--- config.mk ---
export PLATFORM = sky130hd
export DESIGN_NAME = ide_busmaster_dma
export DESIGN_NICKNAME = d
export VERILOG_FILES = /design/src/rtl/ide_busmaster_dma.sv
export SDC_FILE = /design/constraint.sdc
export NUM_CORES = 1
export LEC_CHECK = 0
export BUFFER_PORTS_ARGS = -buffer_cell sky130_fd_sc_hd__buf_2
export CAP_MARGIN = 20
export CORE_ASPECT_RATIO = 1.25
export CORE_MARGIN = 1.5
export CORE_UTILIZATION = 41
export DETAILED_ROUTE_END_ITERATION = 12
export PLACE_DENSITY = 0.61
export SYNTH_ARGS = -nofsm -noshare
export SYNTH_HDL_FRONTEND = slang
export SYNTH_SLANG_ARGS = --single-unit
--- constraint.sdc ---
create_clock -name clk -period 3.1 [get_ports clk]
set_clock_uncertainty 0.1 [all_clocks]
set_input_delay 0.465 -clock clk [delete_from_list [all_inputs] [get_ports clk]]
set_output_delay 0.465 -clock clk [all_outputs]
set_load 0.02 [all_outputs]
--- src/rtl/ide_busmaster_dma.sv ---
module ide_busmaster_dma (
  input  logic        clk,
  input  logic        rst_n,
  input  logic        reg_wr,
  input  logic [2:0]  reg_addr,
  input  logic [31:0] reg_wdata,
  output logic [31:0] reg_rdata,
  output logic        mem_req,
  output logic        mem_we,
  output logic [31:0] mem_addr,
  output logic [31:0] mem_wdata,
  input  logic        mem_ready,
  input  logic [31:0] mem_rdata,
  input  logic        mem_err,
  input  logic        dev_rvalid,
  input  logic [15:0] dev_rdata,
  output logic        dev_rready,
  output logic        dev_wvalid,
  output logic [15:0] dev_wdata,
  input  logic        dev_wready,
  input  logic        dev_done,
  output logic        dma_active,
  output logic        dma_irq
);
  localparam logic [2:0] OFS_CMD = 3'd0;
  localparam logic [2:0] OFS_STS = 3'd2;
  localparam logic [2:0] OFS_PTR = 3'd4;

  typedef enum logic [1:0] {S_IDLE, S_FADDR, S_FCNT, S_XFER} st_t;
  st_t st;

  logic        run, to_mem, act, err, intr, last;
  logic [31:0] ptr, fptr, cur;
  logic [16:0] left;

  wire wr_cmd   = reg_wr && reg_addr == OFS_CMD;
  wire wr_sts   = reg_wr && reg_addr == OFS_STS;
  wire wr_ptr   = reg_wr && reg_addr == OFS_PTR;
  wire stop_now = wr_cmd && !reg_wdata[0];
  wire go_now   = wr_cmd && reg_wdata[0] && !run;
  wire empty    = left == 17'd0;
  wire in_x     = st == S_XFER && !empty && !dev_done;
  wire fetch    = st == S_FADDR || st == S_FCNT;

  assign mem_req   = !stop_now && (fetch || (in_x && (to_mem ? dev_rvalid : dev_wready)));
  assign mem_we    = st == S_XFER && to_mem;
  assign mem_addr  = st == S_FADDR ? fptr : st == S_FCNT ? fptr + 32'd4 : cur;
  assign mem_wdata = {16'h0000, dev_rdata};

  wire hs    = mem_req && mem_ready;
  wire moved = hs && !mem_err && st == S_XFER;

  assign dev_rready = moved && to_mem;
  assign dev_wvalid = moved && !to_mem;
  assign dev_wdata  = mem_rdata[15:0];
  assign dma_active = act;
  assign dma_irq    = intr;

  always_comb begin
    case (reg_addr)
      OFS_CMD: reg_rdata = {28'd0, to_mem, 2'b00, run};
      OFS_STS: reg_rdata = {29'd0, intr, err, act};
      OFS_PTR: reg_rdata = ptr;
      default: reg_rdata = 32'd0;
    endcase
  end

  always_ff @(posedge clk or negedge rst_n) begin
    if (!rst_n) begin
      st <= S_IDLE;
      run <= 1'b0;
      to_mem <= 1'b0;
      act <= 1'b0;
      err <= 1'b0;
      intr <= 1'b0;
      last <= 1'b0;
      ptr <= 32'd0;
      fptr <= 32'd0;
      cur <= 32'd0;
      left <= 17'd0;
    end else begin
      if (wr_cmd) begin
        run <= reg_wdata[0];
        to_mem <= reg_wdata[3];
      end
      if (wr_ptr) ptr <= {reg_wdata[31:2], 2'b00};
      if (wr_sts) begin
        if (reg_wdata[2]) intr <= 1'b0;
        if (reg_wdata[1]) err <= 1'b0;
      end
      if (stop_now) begin
        st <= S_IDLE;
        act <= 1'b0;
      end else if (go_now) begin
        st <= S_FADDR;
        act <= 1'b1;
        fptr <= ptr;
      end else if (hs && mem_err) begin
        st <= S_IDLE;
        act <= 1'b0;
        err <= 1'b1;
        intr <= 1'b1;
      end else begin
        case (st)
          S_FADDR: if (hs) begin
            cur <= {mem_rdata[31:1], 1'b0};
            st <= S_FCNT;
          end
          S_FCNT: if (hs) begin
            left <= {mem_rdata[15:1] == 15'd0, mem_rdata[15:1], 1'b0};
            last <= mem_rdata[31];
            fptr <= fptr + 32'd8;
            st <= S_XFER;
          end
          S_XFER: begin
            if (empty) begin
              if (last) begin
                st <= S_IDLE;
                act <= 1'b0;
                if (dev_done) intr <= 1'b1;
              end else begin
                st <= S_FADDR;
              end
            end else if (dev_done) begin
              st <= S_IDLE;
              intr <= 1'b1;
            end else if (moved) begin
              cur <= cur + 32'd2;
              left <= left - 17'd2;
            end
          end
          default: st <= S_IDLE;
        endcase
      end
    end
  end
endmodule


# == Word-level counts from Yosys, hierarchy flattened ==
# Index checks and enable logic that the tools add are counted.
# totals
inputBits,91
out_inout_bits,118
wordCells,121
register_bits,119
# op_classes
n_bitwise,3
n_eq_ne,14
mux,47
reduce_logical,42
add_sub_neg,4
# ops
cell,n
32-bit 2-to-1 mux,10
32-bit one-hot mux with 3 select lines,1
17-bit 2-to-1 mux,4
32-bit one-hot mux with 2 select lines,1
17-bit one-hot mux with 2 select lines,1
32-bit by 2-bit adder with 32-bit output (second input constant),1
32-bit by 3-bit adder with 32-bit output (second input constant),1
32-bit by 4-bit adder with 32-bit output (second input constant),1
1-bit 2-to-1 mux,22
1-bit logical AND,17
17-bit logical NOT,1
17-bit by 2-bit subtractor with 17-bit output (second input constant),1
8-bit AND reduction,2
15-bit logical NOT,1
2-bit 2-to-1 mux,7
2-bit inequality test (second input constant),6
4-bit nonzero test,3
5-bit by 4-bit inequality test with 1-bit output (second input constant),2
2-bit nonzero test,4
1-bit logical NOT,7
6-bit by 5-bit inequality test with 1-bit output (second input constant),1
2-bit one-hot mux with 3 select lines,1
3-bit AND reduction,2
5-bit AND reduction,1
other kinds (8),12

# == Depth between registers and ports, before layout ==
# Gate-level depths: netlist of the first run.
# logic_depth
depth_word,14
mapped_depth,10
mapped_depth_nobuf,8

# == Least setup slack after synthesis of the first run ==
# Ideal clock, no wire load.
# synth_timing
path_kind,register to output
startpoint,register fptr[14]
endpoint,output port mem_addr[31]
required_time_ns,2.535
t_arrival_ns,2.147
setup_slack_ns,0.388
path_stages_with_launch,9
path_buffers,2
cell_sequence,dfrtp_1 > clkbuf_1 > nand3_1 > nor4_1 > clkbuf_1 > nand3_1 > nor3_1 > mux2i_1 > a221o_1
# synth_between
elab_chain_cells,3
# synth_rtl
item,line_no,rtl
start: declaration,33,"logic [31:0] ptr, fptr, cur;"
start signal: assignment,97,fptr <= ptr;
start signal: assignment,112,fptr <= fptr + 32'd8;
32-bit by 3-bit adder with 32-bit output,47,assign mem_addr = st == S_FADDR ? fptr : st == S_FCNT ? fptr + 32'd4 : cur;
32-bit 2-to-1 mux (2 in series),47,
end: declaration,10,"output logic [31:0] mem_addr,"
# Every way passes these cells.

# == Worst setup path after layout of the first run ==
# layout_timing
startpoint,register fptr[14]
endpoint,output port mem_addr[26]
# The elaborated chain is that of the path after synthesis.

==> flow_summary.toml, run 1 <==
[grt]
gr-usage-met1_pct = 33.4
grt_first_pass_wirelength_mm = 39.4
grt_use_total_pct = 24.2
met3_usage_pct = 4.17
top_usage_layer = "met2"
antenna_found_initial = 0
grtUsageMet2_pct = 38.4
grt-ovfl-total = 0
grt_pass1_vias = 7282
grt_max_degree = 60

[hold_path]
hold_end = "ptr[31]"
hold_path_depth = 2
min_from = "reg_wdata[31]"
hp-class = "primary input to flip-flop"

[logic_synthesis]
synthesis.area_mm2 = 0.00819
ys_ff_latch = 115
synth_area_leaders = "dfrtp_1, a21oi_1, buf_4"
ys_async_sr_fraction_pct = 100
synth_cells = 1005
synth_cell_types = 69
synth-main-ff-cell = "dfrtp_1"
synthTopCellsByCount = "dfrtp_1, nand2_1, a21oi_1"
synth_edf_count = 0
synth_most_common_cell = "dfrtp_1"
ys_seq_area_share_pct = 35.1
syn_avg_cell_area_um2 = 8.15
synth_top_area_share_pct = 35.1
ys_warn_count = 0
yosys.area.top_type = "dfrtp_1"

[outcome]
status = "complete, no violations"

[detailed_routing]
wl_per_cell_um = 17.9
vias = 8009
wl_mm = 25.1
drcViolationCount = 0
dr.pass1.iters = 5
ant_nets = 0
drt_iter0_drc = 729
via_per_inst = 5.71

[floorplan]
dieWidth_um = 129
initial_core_util_pct = 41.9
core_region_area_mm2 = 0.0195
die_h_um = 161
die-area_mm2 = 0.0208
rows = 57
ioPinCount = 209

[placed_design]
dp_hpwl_mm = 18.1
gp_congestion = 0.869
placedCellCount = 1356
portBuffers = 157

[power_and_ir_drop]
p_leak_nw = 4.05
ir_worst_vdd_v = 0.000466
power_density_mw_per_mm2 = 949
total_power_w = 0.00933

[critical_path]
crit_chain = "nand4_1 > nor4_2 > buf_4 > nand4_1 > nor3_2 > a21oi_1 > o211ai_1 > buf_2"
r2r_end = "last"
cp-start-kind = "flip-flop"
r2r-start = "left[4]"
cpMaxStageDelayCell = "dfrtp_2"
reg2regPathDepth = 8
cp_slowest_stage_delay_ps = 480
r2r_slack_ps = 260
worstPathArrival_ps = 2450
path_common_cell = "nand4_1"
cp-end-kind = "output pin"
path_max_fanout = 10
setup.worst_path.class = "flip-flop to output pin"
cp.required_ps = 2530

[layout]
nets = 1222
utilization_pct = 50.3
nFillCells = 1938
antenna_cells = 0
multi_input_area_mm2 = 0.00471
register_area_mm2 = 0.00288
stdcell_count = 1402
syn_to_final_growth_pct = 20.1
final_layout_size_suffix_gt1_share_pct = 27.3

[timing]
fin_crit_ps = 3020
period_share_pct = 97.3
final_max_slew_viol_count = 0
slew_headroom_pct = 41.2
hold_viol = 0
hold_ws_ps = 165
clock.fmax_mhz = 331
rsz0062_at_grt = "true"
setup_violations = 0
worstMarginPinSlew_ps = 877

[cts]
clock_path_buffers = 2
cts-root-buf = "clkbuf_16"
cts.clk_slew.worst_paths_ps = 60
cts_tree = "done"
htree_num_levels = 4
cts_made_buffers = 17
clk_latency_ps = 420
cts.sinks = 115

[job]
drv_cap = 0
## worst max-delay path by stage
stage                            from            to  slack [ps]  cells after the start
after detailed placement  reg_addr[2]       cur[31]         210                      9
after global placement    reg_addr[2]       cur[31]         260                      9
after floorplan              fptr[14]  mem_addr[31]         390                      8
after CTS                     fptr[4]  mem_addr[29]         0.4                      8
after global routing         fptr[14]  mem_addr[26]         -70                      8
final                        fptr[14]  mem_addr[26]          80                      8
## state kept, by name, summed over array words and instances, names as in the netlist, 2 cells and up
register / cells
st: 2
ptr: 30
fptr: 30
cur: 31
left: 16
## where the power goes
group	leakage [nW]	internal [W]	switching, W
Combinational	2.41	0.00179	0.00270
Clock	0.283	0.00120	0.000804
Sequential	1.36	0.00206	0.000778
Total	4.05	0.00505	0.00428
## cell usage in the layout, fill, tap and decap left out, types with 10 or more instances in the layout
cell / n
o22a_1: 34
buf_4: 46
a21oi_1: 101
clkbuf_16: 17
xnor2_1: 17
nor3_1: 14
a31oi_1: 28
nand3_1: 34
conb_1: 17
or3_1: 10
a211oi_1: 11
buf_2: 155
dfrtp_1: 111
and2_1: 36
nand2_1: 102
and3_1: 16
inv_1: 20
o22ai_1: 20
nor4_1: 17
nor2_1: 69
mux2_2: 31
o21ai_0: 59
nand4_1: 19
## metal layers
| layer | vias up | share of wire, % |
|---|---|---|
| li1 | 3879 | - |
| met1 | 3807 | 46 |
| met2 | 285 | 47 |
| met3 | 38 | 5.1 |
| met4 | 0 | 2.1 |
| met5 | - | 0 |
## cells by family (layout without fill, tap and decap cells)
logic type	after synthesis	count (layout)	synth area share, %
adder cells (fa/ha/maj)	7	7	1.07
buffers and inverters	146	262	9.56
flip-flops	115	115	35.1
XOR/XNOR	17	17	1.82
other	1	17	0.0458
multiplexers	38	38	5.12
AND/OR/NAND/NOR	358	358	21.7
AO/OA/AOI/OAI	323	323	25.5
## critical path: cells and delay by family, from the launching register on
family / cells / cell delay (ps)
buffers and inverters: 2 / 370
flip-flops: 1 / 480
AO/OA/AOI/OAI: 2 / 230
AND/OR/NAND/NOR: 4 / 950
## cell type report
class / count / share of cell area (%)
Clock inverter: 15 / 1.69
Timing Repair Buffer: 208 / 12.5
Clock buffer: 17 / 4.33
Inverter: 22 / 0.916
Sequential cell: 115 / 29.3
Tap cell: 265 / 3.37
Multi-Input combinational cell: 760 / 47.9
## stage by stage
stage	instance area, um^2	setup slack, ps	setup TNS, ps
2_1_floorplan	8250	388	0
3_3_place_gp	9000	260	0
3_5_place_dp	9000	208	0
4_1_cts	9700	0.403	0
5_1_grt	9830	-69.7	-195
6_report	9830	83.0	0
## timing repair
item / CTS / global route
resized for setup: 11 / 19
setup endpoints to repair: 16 / 20
endpoints found under the hold margin: 38 / 0
hold buffers: 1 / 0
buffers inserted: 7 / 6
pin swaps: 3 / 5
Power figures use the tool's default switching activity.
==> run 2: changes to the inputs <==
- CORE_UTILIZATION: 41 -> 49
- PLACE_DENSITY: 0.61 -> 0.75
- SLEW_MARGIN: unset -> 30
- clock period: 3.1 -> 2.6 ns (I/O delays scaled with it)
==> run 2 against run 1 <==
- the run now ends with negative setup slack left
- cell area grew 10%
- global-route usage grew 4.7 points
- core utilization grew 16 points
- combinational power grew 50%
- non-clock buffer count grew 71
- wire length grew 7.8%
- largest cell class unchanged
==> flow_summary.toml, run 2 (synthesized netlist as in run 1, its figures left out) <==
[cts]
cts.clk_slew.worst_paths_ps = 50
clock_path_buffers = 2
cts_made_buffers = 17
htree_num_levels = 4
cts_tree = "done"
cts.sinks = 115
clk_latency_ps = 420
cts-root-buf = "clkbuf_16"

[critical_path]
cp-end-kind = "output pin"
worstPathArrival_ps = 2410
cp-start-kind = "flip-flop"
setup.worst_path.class = "flip-flop to output pin"
cp.required_ps = 2110
reg2regPathDepth = 8
path_max_fanout = 5

[detailed_routing]
m1WireLength_mm = 10.7
wl_met2_mm = 13.1
highest_layer = "met4"
drt_iter0_drc = 947
vias = 8764
via_per_inst = 6.16
wl_met3_mm = 1.87
dr.pass1.iters = 5
wl_mm = 27.0
drcViolationCount = 0
ant_nets = 0
wl_per_cell_um = 19.0

[layout]
nets = 1293
syn_to_final_growth_pct = 32.5
largest_register_ff_count = 31
final_common_cell = "buf_2"
final_layout_size_suffix_gt1_share_pct = 34.7
most-common-layout-cells = "buf_2, dfrtp_1, buf_4"
antenna_cells = 0
largest_registers = "cur x31, fptr x30, ptr x30"
top_register = "cur"
final_area_mm2 = 0.0109

[power_and_ir_drop]
p_leak_nw = 4.57
p_int_w = 0.00722
power_switching_w = 0.00547
total_power_w = 0.0127
p_comb_share_pct = 53.0
p_seq_share_pct = 26.1
switching_share_pct = 43.1
power_density_mw_per_mm2 = 1170
ir_worst_vdd_v = 0.000592
pwr-share-clk_pct = 20.9

[floorplan]
rows = 52
initial_core_util_pct = 50.4
core_region_area_mm2 = 0.0163
ioPinCount = 209
die_h_um = 148
die-area_mm2 = 0.0175
dieWidth_um = 119

[timing]
slew_headroom_pct = 47.2
setup_violations = 26
final_max_slew_viol_count = 0
rsz0062_at_grt = "true"
clock.fmax_mhz = 345
setup_ws_ps = -301
fin_crit_ps = 2900
hold_viol = 0
worstMarginPinSlew_ps = 792
period_share_pct = 112

[hold_path]
hold_path_depth = 2
hp-class = "primary input to flip-flop"

[grt]
grt_max_degree = 88
grt_pass1_vias = 7960
grt_first_pass_wirelength_mm = 40.6
antenna_found_initial = 0
grt-ovfl-total = 0
grt_use_total_pct = 28.9

[placed_design]
dpl_cell_area_mm2 = 0.00936
gp_congestion = 0.959
portBuffers = 157
dp_hpwl_mm = 18.2

[outcome]
status = "finished with violations"
violations = "negative setup slack"

[job]
drv_cap = 0
-- run 2: cell count changes in the layout (fill, tap and decap cells not counted), moves of 5 or more --
cell / before / now
buf_6: 3 / 25
a21oi_1: 101 / 87
buf_4: 46 / 108
buf_12: 3 / 8
a2111oi_0: 9 / 3
inv_6: 9 / 0
a21oi_2: 2 / 14
buf_2: 155 / 133
-- run 2: power by group through the flow --
stage	Clock [W]	Combinational [W]	Sequential, W
final	0.00265	0.00672	0.00331
after global routing	0.00275	0.00713	0.00340
after CTS	0.00267	0.00611	0.00325
after detailed placement	0	0.00556	0.00326
after global placement	0	0.00546	0.00323
after floorplan	0	0.00387	0.00300
-- run 2: what timing repair did --
item,in CTS,in global routing
hold buffers,1,0
setup endpoints to repair,30,71
pin swaps,21,12
cloned,1,4
setup buffers,22,9
hold endpoints to repair,45,0
gates resized for setup,78,63
-- run 2: path summary, 6_finish.rpt --
path	end	from	slack [ps]
max	mem_addr[14]	fptr[3]	-300
min	ptr[29]	reg_wdata[29]	100
max reg2reg	cur[31]	left[4]	10
min reg2reg	err	err	390
max in group asynchronous	ptr[4]	rst_n	1170
min in group asynchronous	st[0]	rst_n	490
-- run 2: metal layers --
layer	GRT usage (%)	up-vias
li1	-	4029
met1	36.6	4137
met2	48.0	479
met3	4.17	119
met4	15.1	0
met5	0	-
-- run 2: layout make-up --
cell class | instances | area, um^2
clock buffer | 20 | 447
tap | 216 | 270
sequential | 115 | 2880
multi-input combinational | 760 | 4950
timing repair buffer | 279 | 2020
fill | 1322 | 5410
inverter | 22 | 82.6
clock inverter | 11 | 208
-- run 2: critical path, stage by stage (launching register included) --
cell and delay [ps]:
dfrtp_2 420, ha_2 200, and3_4 210, nand3_4 100
nor3_4 150, buf_4 140, buf_4 130, inv_1 50
a21oi_1 220, o22a_1 230, buf_6 140
-- run 2: stage by stage --
stage / setup TNS (ps) / util [%] / setup WS [ps] / cells / hold slack [ps]
finish: -3580 / 66.8 / -301 / 1423 / 102
global route: -5590 / 66.8 / -375 / 1423 / 94.2
CTS: -2690 / 64.4 / -195 / 1411 / 91.0
detailed placement: 0 / 57.5 / 28.6 / 1356 / 345
global placement: 0 / 57.5 / 80.3 / 1356 / 337
floorplan: -0.917 / - / -0.917 / 1021 / -5.59
